===== config.mk =====
export PLATFORM = sky130hd
export DESIGN_NAME = stereo_serial_tx
export DESIGN_NICKNAME = d
export VERILOG_FILES = /design/src/rtl/stereo_serial_tx.sv
export SDC_FILE = /design/constraint.sdc
export NUM_CORES = 1
export LEC_CHECK = 0
export BUFFER_PORTS_ARGS = -buffer_cell sky130_fd_sc_hd__buf_2
export CORE_MARGIN = 2
export CORE_UTILIZATION = 51
export CTS_CLUSTER_DIAMETER = 40
export DETAILED_ROUTE_END_ITERATION = 16
export PLACE_DENSITY = 0.74
export SYNTH_ARGS = -nofsm -noshare
export SYNTH_HDL_FRONTEND = slang
export SYNTH_SLANG_ARGS = --single-unit

===== constraint.sdc =====
create_clock -name clk -period 2.7 [get_ports clk]
set_input_delay 0.27 -clock clk [delete_from_list [all_inputs] [get_ports clk]]
set_output_delay 0.27 -clock clk [all_outputs]
set_load 0.005 [all_outputs]

===== src/rtl/stereo_serial_tx.sv =====
module stereo_serial_tx #(
  parameter int WORD_W   = 20,
  parameter int SLOT_LEN = 32
) (
  input  logic              clk,
  input  logic              rst_n,
  input  logic              pdn_n,
  input  logic              clk_sel,
  input  logic              mode_m,
  input  logic              mode_i2s,
  input  logic [WORD_W-1:0] left_i,
  input  logic [WORD_W-1:0] right_i,
  input  logic              sclk_i,
  input  logic              lrck_i,
  input  logic              fsync_i,
  output logic              sclk_o,
  output logic              lrck_o,
  output logic              fsync_o,
  output logic              sdata_o
);
  localparam int POS_W = $clog2(SLOT_LEN);
  localparam int IDX_W = $clog2(WORD_W + 1);

  logic [2:0]        div_cnt;
  logic [POS_W-1:0]  pos;
  logic              side;
  logic [IDX_W-1:0]  didx;
  logic [WORD_W-1:0] sh_l, sh_r;
  logic              sdata_r, sclk_d, lrck_last;

  logic [2:0]        div_lim, div_half;
  logic              left_lvl, adv, s_start, start, latch, nside, shift_en, emit;
  logic [POS_W:0]    m_nxt;
  logic [POS_W-1:0]  npos;
  logic [IDX_W-1:0]  idx;
  logic [WORD_W-1:0] word, shifted;

  assign div_lim  = clk_sel ? 3'd5 : 3'd3;
  assign div_half = clk_sel ? 3'd3 : 3'd2;
  assign left_lvl = ~mode_i2s;
  assign adv      = mode_m ? (div_cnt >= div_lim) : (sclk_d & ~sclk_i);
  assign s_start  = ~mode_m & (lrck_i != lrck_last);
  assign m_nxt    = {side, pos} + 1'b1;

  always_comb begin
    if (mode_m) begin
      npos  = m_nxt[POS_W-1:0];
      nside = m_nxt[POS_W];
      start = (m_nxt[POS_W-1:0] == '0);
    end else begin
      npos  = s_start ? '0 : ((pos == POS_W'(SLOT_LEN - 1)) ? pos : pos + 1'b1);
      nside = s_start ? (lrck_i != left_lvl) : side;
      start = s_start;
    end
  end

  assign latch    = start & ~nside;
  assign shift_en = (~mode_m & ~mode_i2s) ? fsync_i : (npos != '0);
  assign idx      = start ? '0 : didx;
  assign word     = nside ? sh_r : (latch ? left_i : sh_l);
  assign emit     = shift_en & (idx < IDX_W'(WORD_W));
  assign shifted  = word << idx;

  always_ff @(posedge clk or negedge rst_n) begin
    if (!rst_n) begin
      div_cnt   <= '0;
      pos       <= '0;
      side      <= 1'b0;
      didx      <= IDX_W'(WORD_W);
      sdata_r   <= 1'b0;
      sclk_d    <= 1'b0;
      lrck_last <= 1'b0;
      sh_l      <= '0;
      sh_r      <= '0;
    end else if (!pdn_n) begin
      div_cnt   <= '0;
      pos       <= '0;
      side      <= 1'b0;
      didx      <= IDX_W'(WORD_W);
      sdata_r   <= 1'b0;
      sclk_d    <= 1'b0;
      lrck_last <= 1'b0;
    end else begin
      sclk_d  <= sclk_i;
      div_cnt <= (mode_m && !adv) ? div_cnt + 3'd1 : 3'd0;
      if (adv) begin
        pos       <= npos;
        side      <= nside;
        didx      <= emit ? IDX_W'(idx + 1'b1) : idx;
        sdata_r   <= emit & shifted[WORD_W-1];
        lrck_last <= lrck_i;
        if (latch) begin
          sh_l <= left_i;
          sh_r <= right_i;
        end
      end
    end
  end

  assign sclk_o  = mode_m & pdn_n & rst_n & (div_cnt >= div_half);
  assign lrck_o  = mode_m & (side ? ~left_lvl : left_lvl);
  assign fsync_o = mode_m & pdn_n & rst_n & ~pos[POS_W-1];
  assign sdata_o = sdata_r & pdn_n;
endmodule



Word-level counts from Yosys, hierarchy flattened
Index checks and enable logic that the tools add are counted.

cells by class
  $add $sub $neg = 4
  $mul = 0
  divide/modulo/power cells = 0
  order comparisons = 3
  equality and inequality tests = 4
  shift-type cells = 1
  muxes and demuxes = 28
  bitwise gates (word level) = 17
  reduce and logical (&&, ||, !) cells = 6

operators by type and width
  kind                                                              number
  5-bit two-way mux                                                 9
  20-bit two-way mux                                                2
  20-bit by 5-bit left shift with 20-bit output                     1
  1-bit two-way mux                                                 14
  1-bit bitwise AND                                                 12
  5-bit by 1-bit adder with 5-bit output (second input constant)    2
  3-bit two-way mux                                                 3
  6-bit by 1-bit adder with 6-bit output (second input constant)    1
  5-bit equality test (second input constant)                       1
  5-bit logical NOT                                                 1
  5-bit less-than comparator (second input constant)                1
  1-bit NOT                                                         5
  5-bit nonzero test                                                1
  3-bit by 1-bit adder with 3-bit output (second input constant)    1
  3-bit by 2-bit >= comparator with 1-bit output                    1
  3-bit >= comparator                                               1
  3-bit AND reduction                                               1
  1-bit != test                                                     2
  2-bit by 1-bit != test with 1-bit output (second input constant)  1
  2-bit AND reduction                                               1
  1-bit logical AND                                                 1
  1-bit logical NOT                                                 1

storage, ports and cells
  register bits = 57
  latch bits = 0
  memory bits (writable) = 0
  bits in read-only memories = 0
  input port bits = 49
  output and inout bits = 4
  memories kept = 0

Logic depth before layout (Yosys ltp)
Gate-level depths: netlist (run 1).

  depth in word-level cells = 12
  mapped depth = 13
  mapped depth without buffers = 12

Least setup slack after synthesis (run 1)
OpenSTA, ideal clock, no wires.

  path type = reg-to-reg
  start = register pos[0]
  end = register sdata_r
  setup time = 131 ps
  arrival = 2808 ps
  required time = 2569 ps
  slack = -239 ps
  stages on the path, launching flop included = 11
  buffers on the path = 0
  period minus slack after synthesis = 2939 ps
  cells stage by stage = dfrtp_1 ha_1 nand3_1 ha_1 and4b_1 a32oi_2 nand2_2 mux4_2 or3_1 a41oi_1 o31ai_2

between the ends
  word-level cells in the longest chain between the ends = 10
  elaborated cells between the ends (all ways) = 22
  classes of those cells = 2 x add/sub; 1 x order compare; 1 x eq/ne; 1 x shift; 11 x mux; 4 x bitwise; 2 x reduce/logical

ends and longest elaborated chain
  what                                                                                       RTL line  source
  from (decl)                                                                                25        logic [POS_W-1:0] pos;
  from (signal assigned)                                                                     87        pos <= npos;
  6-bit by 1-bit adder with 6-bit output, or another cell as far along                       43        assign m_nxt = {side, pos} + 1'b1;
  5-bit logical NOT, or another cell as far along                                            49        start = (m_nxt[POS_W-1:0] == '0);
  1-bit two-way mux, or another cell as far along                                            46        if (mode_m) begin
  1-bit bitwise AND / 5-bit two-way mux (equally long branches)                              57, 46
  20-bit two-way mux / 5-bit nonzero test (equally long branches)                            -
  20-bit two-way mux / 1-bit two-way mux (equally long branches)                             60, 58
  20-bit by 5-bit left shift with 20-bit output / 1-bit bitwise AND (equally long branches)  62, 61
  1-bit bitwise AND *                                                                        90        sdata_r <= emit & shifted[WORD_W-1];
  1-bit two-way mux *                                                                        86        if (adv) begin
  1-bit two-way mux *                                                                        75        end else if (!pdn_n) begin
  to (signal assigned)                                                                       90
  to (decl)                                                                                  29        logic sdata_r, sclk_d, lrck_last;

Every way passes the cells marked *; elsewhere a longest branch is shown, timed or not. The select of a mux whose other input is x is not followed.
A chain may end at the register's enable or synchronous reset.

Worst setup path in the final report (run 1)
  start = register pos[1]
  end = register sdata_r

The elaborated chain is that of the path after synthesis.

==> flow_metrics.py, run 1 <==
metrics = {
    "run_status": {
        "status": "finished, final reports clean",
    },
    "power_and_ir_drop": {
        "max-vdd-ir-drop_uv": 515,
        "totalPowerFinal_mw": 2.47,
        "leakage_nw": 1.80,
        "power.density_nw_per_um2": 634,
    },
    "grt": {
        "grt_max_degree": 58,
        "grt_pass1_wl_um": 12200,
        "grt_usage": 0.220,
        "antenna_found_initial": 0,
        "grt_pass1_vias": 2580,
        "grt_remaining_overflow": 0,
    },
    "timing": {
        "min_period_ns": 2.69,
        "final.setup.tns_ns": 0,
        "fmax_mhz": 372,
        "slew_headroom": 0.521,
        "finClkSkew_ns": 0.00699,
        "worst_pin_slew_ns": 0.719,
        "worst_slack_ns": 0.00838,
        "rsz0062_at_grt": "yes",
        "layout_worst_path_cycle_share": 0.997,
        "whs_ns": 0.0967,
        "drv_slew": 0,
        "setup_viol": 0,
        "hold_viol_final": 0,
    },
    "setup_path": {
        "path_class": "flip-flop to flip-flop",
        "critPathArrivalTime_ns": 2.91,
        "startpoint_type": "flip-flop",
        "worstPathRequired_ns": 2.92,
        "end_kind": "flip-flop",
        "crit_path_max_fanout": 5,
    },
    "route": {
        "wire_per_inst_um": 16.4,
        "postRouteAntennaNets": 0,
        "drt_iter0_markers": 149,
        "drc": 0,
        "via_count": 2500,
        "drt_wl_total_um": 7090,
        "first_pass_iters": 4,
        "viasPerCell": 5.79,
    },
    "synth": {
        "post-synth-top-area-cell": "dfrtp_1",
        "synth_top_area_frac": 0.428,
        "synth-edff-count": 0,
        "syn-cell-area_um2": 3210,
        "synthTopCellsByArea": "dfrtp_1, mux2_1, mux2_2, ha_1, nand2_1",
        "ys_types": 58,
        "syn_inst": 290,
        "synth_seq_area_share": 0.445,
        "async_flop_share": 1.00,
        "yosysWarningCount": 0,
        "syn_nets": 347,
        "synth_flop_cell": "dfrtp_1",
        "synth_seq_cells": 57,
        "syn_area_per_cell_um2": 11.1,
    },
    "cells_and_area": {
        "drive_gt1_frac": 0.328,
        "fin_nets": 411,
        "final_cells": 432,
        "fillers": 492,
        "fin_area_um2": 3890,
        "final_util": 0.650,
        "antenna_cells": 0,
        "area_delta_synth_final_pct": 21.1,
    },
    "die": {
        "die_area_um2": 6950,
        "fp-row-count": 28,
        "die_h_um": 83.4,
        "ios": 53,
        "start_util": 0.537,
        "core_area_um2": 5990,
        "die_width_um": 83.4,
    },
    "placed_design": {
        "pre_cts_ws_ns": -0.00968,
        "post-place-cells": 415,
        "hpwl_um": 5050,
        "gp_congestion": 0.862,
        "placedInstanceArea_um2": 3660,
        "io_buffers": 52,
    },
    "clocking": {
        "cts_sinks": 57,
        "cts_buffer_depth": 2,
        "cts.root.buffer_cell": "clkbuf_8",
        "cts_tree": "built",
        "cts_made_buffers": 9,
        "cts_hold_buf": 0,
        "clock_latency_ns": 0.33,
        "clk_pin_slew_ns": 0.06,
        "cts_max_level": 3,
    },
    "worst_hold_path": {
        "hold_class": "input port to async pin",
    },
    "job": {
        "max-cap-violations": 0,
    },
}
## path summary, 6_finish.rpt
kind / cells after the start / end / slack (ns) / from
worst min register to register: 1 / div_cnt[0]$_DFF_PN0_ / 0.49 / div_cnt[0]$_DFF_PN0_
worst min-delay path: 2 / div_cnt[2]$_DFF_PN0_ / 0.1 / rst_n
worst max-delay path: 10 / sdata_r$_DFFE_PN0P_ / 0.008 / pos[1]$_DFFE_PN0P_
max in group asynchronous: 2 / pos[0]$_DFFE_PN0P_ / 2.06 / rst_n
worst max register to register: 10 / sdata_r$_DFFE_PN0P_ / 0.008 / pos[1]$_DFFE_PN0P_
min in group clk: 2 / sh_r[12]$_DFFE_PN0P_ / 0.15 / right_i[12]
## flip-flops by register name, summed over array words and instances, names as in the netlist
signal / count
sh_l: 20
sdata_r: 1
sclk_d: 1
didx: 5
sh_r: 20
side: 1
pos: 5
lrck_last: 1
div_cnt: 3
## kinds of logic (layout without fill, tap and decap cells)
logic type,Yosys count,count (layout),share of synthesized area
AOI/OAI and AO/OA,57,57,0.140
xor gates and xnor gates,5,5,0.0136
adders and majority gates,8,8,0.0311
buffers and inverters,28,95,0.0405
DFF,57,57,0.445
muxes,55,55,0.200
and+or+nand+nor,80,80,0.130
## where the power goes
part           internal (mW)  switching [mW]  leakage [nW]
combinational          0.296           0.231         0.989
clock                  0.439           0.317        0.0913
sequential              1.06           0.124         0.716
## cell usage in the layout, fill, tap and decap left out, types with 4 or more instances in the layout
| master | netlist | final |
|---|---|---|
| dfrtp_1 | 55 | 54 |
| buf_2 | 5 | 52 |
| mux2_1 | 36 | 36 |
| nand2_1 | 19 | 19 |
| nor2_1 | 14 | 14 |
| buf_4 | 0 | 14 |
| nor2b_1 | 10 | 10 |
| clkbuf_8 | 0 | 10 |
| inv_1 | 9 | 9 |
| mux2_2 | 9 | 9 |
| nand3_1 | 9 | 8 |
| mux2i_1 | 7 | 7 |
| a211oi_1 | 5 | 5 |
| a21oi_1 | 5 | 5 |
| a31oi_1 | 5 | 5 |
| o21ai_0 | 5 | 5 |
| ha_1 | 8 | 5 |
| and2_1 | 5 | 4 |
| or3_1 | 5 | 4 |
| o21ai_1 | 4 | 4 |
## cell type report
cell class / instances / area, um^2 / share of cell area
Multi-Input combinational cell: 205 / 1730 / 0.443
Sequential cell: 57 / 1430 / 0.367
Timing Repair Buffer: 70 / 419 / 0.108
Clock buffer: 11 / 141 / 0.0363
Tap cell: 75 / 93.8 / 0.0241
Clock inverter: 3 / 42.5 / 0.0109
Inverter: 11 / 41.3 / 0.0106
## critical path, cell delays in order (launching register included)
cell     delay, ns
dfrtp_1       0.40
ha_4          0.19
nand3_4       0.08
ha_4          0.24
and4b_1       0.29
a32oi_2       0.13
nand2_2       0.16
mux4_2        0.50
or3_4         0.34
a41oi_2       0.15
o31ai_2       0.08
## cells in the mapped netlist (all sizes together) (3+ instances only)
cell	instances
dfrtp	55
mux2	45
nand2	20
nor2	14
inv	11
nor2b	10
clkbuf	9
nand3	9
o21ai	9
buf	8
ha	8
mux2i	7
a211oi	5
a21oi	5
a31oi	5
and2	5
or3	5
o31ai	4
a22oi	3
a32oi	3
and3	3
mux4	3
nor3	3
nor4	3
o211a	3
xor2	3
## repair_timing
item,in CTS,in global routing
setup endpoints to repair,2,26
setup buffers,1,2
endpoints found under the hold margin,0,0
gates resized for setup,2,6
pin swaps,1,2
## per-layer routing
metal  vias to the layer above  GRT usage  routed length, um
met5                         -          0                  0
li1                       1194          -                  -
met3                         6     0.0646                391
met2                        82      0.374               3720
met4                         0     0.0551                 61
met1                      1218      0.275               2920
Note: power is estimated with default switching activity, not from simulation.
==> run 2, diff against run 1 <==
--- a/config.mk
+++ b/config.mk
@@ -6,11 +6,13 @@
 export NUM_CORES = 1
 export LEC_CHECK = 0
 export BUFFER_PORTS_ARGS = -buffer_cell sky130_fd_sc_hd__buf_2
-export CORE_MARGIN = 2
+export CORE_MARGIN = 10
 export CORE_UTILIZATION = 51
 export CTS_CLUSTER_DIAMETER = 40
 export DETAILED_ROUTE_END_ITERATION = 16
+export MAX_ROUTING_LAYER = met4
 export PLACE_DENSITY = 0.74
+export RECOVER_POWER = 25
 export SYNTH_ARGS = -nofsm -noshare
 export SYNTH_HDL_FRONTEND = slang
 export SYNTH_SLANG_ARGS = --single-unit
==> run 2 against run 1 <==
Hold slack better by 0.038 ns. Global-route usage is 5.7 points lower. First-iteration DRC count is 54% higher. Sequential share of layout area is 0.14 points lower. Sequential power hardly changed. Via count is 1.7% lower. Routed wire length is 3.2% higher. Design area is 0.39% higher. Critical path type unchanged. Die area is 42% higher. Critical path depth stayed put.
==> flow_metrics.py, run 2 (synthesis gave the netlist of run 1 again) <==
metrics = {
    "grt": {
        "antenna_found_initial": 0,
        "grt_max_degree": 58,
        "grt_usage": 0.162,
        "grt_pass1_vias": 2679,
        "grt_remaining_overflow": 0,
        "grt_pass1_wl_um": 12800,
    },
    "setup_path": {
        "crit_path_max_fanout": 4,
        "startpoint_type": "flip-flop",
        "critPathArrivalTime_ns": 2.90,
        "path_class": "flip-flop to flip-flop",
        "end_kind": "flip-flop",
        "worstPathRequired_ns": 2.93,
    },
    "power_and_ir_drop": {
        "switching_share": 0.256,
        "combPwrFrac": 0.196,
        "seqPwrFrac": 0.452,
        "totalPowerFinal_mw": 2.61,
        "max-vdd-ir-drop_uv": 433,
        "switchingPower_uw": 668,
        "internal-power_mw": 1.94,
        "p_clk_frac": 0.351,
        "power.density_nw_per_um2": 668,
        "leakage_nw": 1.81,
    },
    "timing": {
        "min_period_ns": 2.67,
        "drv_slew": 0,
        "setup_viol": 0,
        "finClkSkew_ns": 0.00928,
        "layout_worst_path_cycle_share": 0.990,
        "fmax_mhz": 374,
        "rsz0062_at_grt": "yes",
        "hold_viol_final": 0,
        "slew_headroom": 0.0673,
        "worst_pin_slew_ns": 1.40,
    },
    "die": {
        "start_util": 0.533,
        "die_h_um": 99.4,
        "ios": 53,
        "core_area_um2": 6030,
        "die_width_um": 99.4,
        "die_area_um2": 9880,
        "fp-row-count": 28,
    },
    "route": {
        "wire_per_inst_um": 16.9,
        "postRouteAntennaNets": 0,
        "drc": 0,
        "drt_wl_total_um": 7310,
        "wl_met1_um": 3150,
        "wl_met3_um": 323,
        "first_pass_iters": 4,
        "via_count": 2457,
        "viasPerCell": 5.69,
        "topRoutingLayerUsed": "met4",
        "drt_iter0_markers": 229,
        "dr_wl_met2_um": 3720,
    },
    "clocking": {
        "cts_buffer_depth": 2,
        "cts_max_level": 3,
        "cts_made_buffers": 9,
        "cts_tree": "built",
        "cts.root.buffer_cell": "clkbuf_8",
        "clk_pin_slew_ns": 0.06,
        "cts_sinks": 57,
        "clock_latency_ns": 0.34,
        "cts_hold_buf": 0,
    },
    "placed_design": {
        "io_buffers": 52,
        "post-place-cells": 415,
        "placedInstanceArea_um2": 3660,
        "hpwl_um": 5250,
        "gp_congestion": 0.898,
    },
    "cells_and_area": {
        "antenna_cells": 0,
        "drive_gt1_frac": 0.322,
        "area_delta_synth_final_pct": 21.6,
        "mostFrequentLayoutCell": "dfrtp_1",
        "ff_latch_area_um2": 1430,
        "fin_nets": 410,
        "fillers": 517,
        "top_regs": "sh_l x20, sh_r x20",
        "final_cells": 432,
        "fin_area_um2": 3910,
        "multi_input_area_um2": 1710,
        "final_cell_mix": "dfrtp_1, buf_2, mux2_1",
    },
    "worst_hold_path": {
        "hold_class": "input port to flip-flop",
    },
    "run_status": {
        "status": "finished, final reports clean",
    },
    "job": {
        "max-cap-violations": 0,
    },
}
## run 2: timing repair
| item | CTS | global route |
|---|---|---|
| pin swaps | 1 | 1 |
| cloned | 0 | 0 |
| buffers inserted | 2 | 0 |
| endpoints found under the setup margin | 2 | 3 |
| resized for setup | 0 | 4 |
## run 2: path summary, 6_finish.rpt
check                                     startpoint              endpoint  slack [ns]  depth (start not counted)
worst max-delay path              pos[1]$_DFFE_PN0P_   sdata_r$_DFFE_PN0P_        0.03                         10
worst min-delay path                       left_i[1]   sh_l[1]$_DFFE_PN0P_        0.13                          2
worst max register to register    pos[1]$_DFFE_PN0P_   sdata_r$_DFFE_PN0P_        0.03                         10
worst min register to register  div_cnt[0]$_DFF_PN0_  div_cnt[0]$_DFF_PN0_        0.49                          1
max in group asynchronous                      rst_n    pos[0]$_DFFE_PN0P_        1.36                          2
min in group asynchronous                      rst_n  div_cnt[2]$_DFF_PN0_        0.38                          2
## run 2: cell type report
type	instances	share of cell area
tap	75	0.0240
inverter	11	0.0106
timing repair buffer	69	0.103
sequential	57	0.366
clock inverter	2	0.0154
multi-input combinational	205	0.438
clock buffer	13	0.0432
## run 2: per-stage QoR
step                 util  hold WS (ns)  setup WS (ns)  TNS (ns)
global route        0.649         0.125         -0.110    -0.191
detailed placement  0.607         0.480        -0.0151   -0.0151
CTS                 0.647         0.120         0.0246         0
floorplan               -       -0.0256        -0.0726    -0.104
finish              0.649         0.134         0.0277         0
global placement    0.607         0.471         0.0348         0
## run 2: routing by layer
metal,vias to the layer above,global-route usage
met1,1198,0.190
met3,11,0.0464
met4,0,0.0606
li1,1185,-
met2,63,0.259
met5,-,-
## run 2: power by group through the flow
stage | clock network [mW] | logic [mW] | registers, mW
after global placement | 0 | 0.500 | 1.19
after detailed placement | 0 | 0.513 | 1.19
final | 0.917 | 0.512 | 1.18
after global routing | 0.977 | 0.580 | 1.21
after floorplan | 0 | 0.386 | 1.15
after CTS | 0.938 | 0.518 | 1.18
## run 2: worst max-delay path: stages, from the launching register on
cell and delay, ns:
dfrtp_1 0.41, ha_4 0.17, nand3_4 0.07, ha_4 0.24, and4b_1 0.29, a32oi_2 0.13, nand2_2 0.16, mux4_2 0.51
or3_4 0.35, a41oi_2 0.15, o31ai_2 0.08
==> run 3, diff against run 2 <==
--- a/config.mk
+++ b/config.mk
@@ -13,6 +13,7 @@
 export MAX_ROUTING_LAYER = met4
 export PLACE_DENSITY = 0.74
 export RECOVER_POWER = 25
+export SETUP_SLACK_MARGIN = 0.15
 export SYNTH_ARGS = -nofsm -noshare
 export SYNTH_HDL_FRONTEND = slang
 export SYNTH_SLANG_ARGS = --single-unit
==> run 3 against run 2 <==
The flow now finishes with violations (setup timing). Non-clock buffer count up 13. First-iteration DRC count up 22%. Core utilization up 3.3 points. Total power down 2.0%. Cell count up 3.2%. Maximum frequency down 2.1%. Via count up 11%. Clock skew down 0.0027 ns. Flip-flop and latch count unchanged. Largest power group unchanged.
==> flow_metrics.py, run 3 (synthesis gave the netlist of run 1 again) <==
metrics = {
    "clocking": {
        "cts_tree": "built",
        "cts_max_level": 3,
        "clk_pin_slew_ns": 0.07,
        "cts_made_buffers": 9,
        "cts_buffer_depth": 2,
        "clock_latency_ns": 0.34,
        "cts.root.buffer_cell": "clkbuf_8",
        "cts_sinks": 57,
    },
    "timing": {
        "worst_slack_ns": -0.0306,
        "final.setup.tns_ns": -0.0306,
        "slew_headroom": 0.0597,
        "rsz0062_at_grt": "yes",
        "min_period_ns": 2.73,
        "hold_viol_final": 0,
        "drv_slew": 0,
        "setup_viol": 1,
        "finClkSkew_ns": 0.00655,
        "whs_ns": 0.133,
        "worst_pin_slew_ns": 1.41,
        "fmax_mhz": 366,
        "layout_worst_path_cycle_share": 1.01,
    },
    "setup_path": {
        "timing.critical_path.mode_cell": "ha_4",
        "worst-r2r-cell-count": 10,
        "end_kind": "flip-flop",
        "critPathArrivalTime_ns": 2.95,
        "path_cells": "ha_4, nand3_4, ha_4, and4b_1, a32oi_2, nand2_2, mux4_2, or3_4, a41oi_2, o31ai_2",
        "cp_num_buf_inv": 0,
        "worstPathRequired_ns": 2.92,
        "slowest_delay_ns": 0.52,
        "critical-path-top-delay-family": "simple AND/OR/NAND/NOR gates",
        "path_class": "flip-flop to flip-flop",
        "r2r-start": "pos[1]$_DFFE_PN0P_",
        "r2r_end": "sdata_r$_DFFE_PN0P_",
        "reg2reg_slack_ns": -0.03,
        "crit_path_top_delay_cell": "mux4_2",
        "crit_path_max_fanout": 4,
        "startpoint_type": "flip-flop",
    },
    "grt": {
        "grt_max_degree": 58,
        "grt_pass1_vias": 2781,
        "antenna_found_initial": 0,
        "grt_pass1_wl_um": 13200,
        "grt_usage": 0.166,
        "grt_remaining_overflow": 0,
    },
    "placed_design": {
        "io_buffers": 52,
        "pre_cts_ws_ns": -0.0389,
        "hpwl_um": 5700,
        "gp_congestion": 0.957,
        "post-place-cells": 413,
    },
    "die": {
        "core_area_um2": 6030,
        "ios": 53,
        "start_util": 0.533,
        "die_width_um": 99.4,
        "die_h_um": 99.4,
        "fp-row-count": 28,
        "die_area_um2": 9880,
    },
    "power_and_ir_drop": {
        "switching_share": 0.287,
        "combPwrFrac": 0.224,
        "switchingPower_uw": 735,
        "leakage_nw": 1.90,
        "power.density_nw_per_um2": 623,
        "p_clk_frac": 0.310,
        "internal-power_mw": 1.82,
        "seqPwrFrac": 0.466,
        "max-vdd-ir-drop_uv": 576,
    },
    "route": {
        "drc": 0,
        "first_pass_iters": 5,
        "drt_wl_total_um": 8790,
        "via_count": 2736,
        "wire_per_inst_um": 19.7,
        "drt_iter0_markers": 279,
        "postRouteAntennaNets": 0,
        "viasPerCell": 6.13,
    },
    "cells_and_area": {
        "antenna_cells": 0,
        "drive_gt1_frac": 0.380,
        "area_delta_synth_final_pct": 27.8,
        "final_cells": 446,
        "fin_nets": 424,
        "mostFrequentLayoutCell": "dfrtp_1",
        "final_cell_mix": "dfrtp_1, buf_2, mux2_1",
        "top_regs": "sh_l x20, sh_r x20",
    },
    "worst_hold_path": {
        "hold_start": "left_i[11]",
        "holdPathEnd": "sh_l[11]$_DFFE_PN0P_",
        "hold_depth": 2,
        "hold_class": "input port to flip-flop",
    },
    "run_status": {
        "status": "complete, but fails checks",
        "violations": "setup timing",
    },
    "job": {
        "max-cap-violations": 0,
    },
}
run 3: cell types whose count changed in the layout (fill, tap and decap cells not counted), sizes merged:
cell	before	now
buf	67	78
clkinv	0	3
bufinv	2	1
clkbuf	15	14
clkinvlp	0	1
o311ai	1	2
run 3: power by group through the flow:
| stage | sequential, mW | clock (mW) | combinational (mW) |
|---|---|---|---|
| finish | 1.19 | 0.793 | 0.574 |
| global route | 1.21 | 0.835 | 0.626 |
| CTS | 1.19 | 0.800 | 0.525 |
| detailed placement | 1.20 | 0 | 0.518 |
| global placement | 1.20 | 0 | 0.494 |
| floorplan | 1.15 | 0 | 0.386 |
run 3: routing by layer:
metal | GRT usage | vias to the layer above | wire [um]
met5 | - | - | 0
met1 | 0.187 | 1364 | 3660
li1 | - | 1227 | -
met3 | 0.0478 | 24 | 486
met2 | 0.279 | 121 | 4520
met4 | 0.0507 | 0 | 128
run 3: cell type report:
class / instances / area, um^2
fillers: 460 / 1920
multi-input cells: 206 / 1790
clock inverters: 5 / 56.3
flip-flops and latches: 57 / 1430
inverters: 11 / 41.3
clock buffers: 10 / 138
repair buffers: 82 / 557
well taps: 75 / 93.8
run 3: repair_timing:
action	4_1_cts	5_1_grt
hold buffers	0	0
endpoints found under the setup margin	45	46
pin swaps	2	5
gates cloned	0	5
buffers inserted	3	10
resized for setup	2	19
run 3: worst register-to-register path, cell delays in order, from the launching register on:
cell and delay, ns:
dfrtp_1 0.41, ha_4 0.17, nand3_4 0.07, ha_4 0.25, and4b_1 0.29, a32oi_2 0.13, nand2_2 0.16, mux4_2 0.52
or3_4 0.35, a41oi_2 0.16, o31ai_2 0.09
run 3: through the flow:
stage          cell area (um^2)  utilization  total power, mW
3_3_place_gp               3640        0.604             1.69
6_report                   4110        0.682             2.56
3_5_place_dp               3640        0.604             1.72
5_1_grt                    4110        0.682             2.68
4_1_cts                    3870        0.642             2.52
2_1_floorplan              3270            -             1.53
run 3: worst max path at each step:
stage,end,cells after the start,slack (ns),startpoint
5_1_grt,sdata_r$_DFFE_PN0P_,10,-0.13,pos[1]$_DFFE_PN0P_
6_report,sdata_r$_DFFE_PN0P_,10,-0.03,pos[1]$_DFFE_PN0P_
4_1_cts,sdata_r$_DFFE_PN0P_,10,-0.006,pos[1]$_DFFE_PN0P_
3_5_place_dp,sdata_r$_DFFE_PN0P_,10,-0.04,pos[1]$_DFFE_PN0P_
3_3_place_gp,didx[2]$_DFFE_PN1P_,12,0.05,pos[1]$_DFFE_PN0P_
2_1_floorplan,sdata_r$_DFFE_PN0P_,10,-0.07,pos[1]$_DFFE_PN0P_
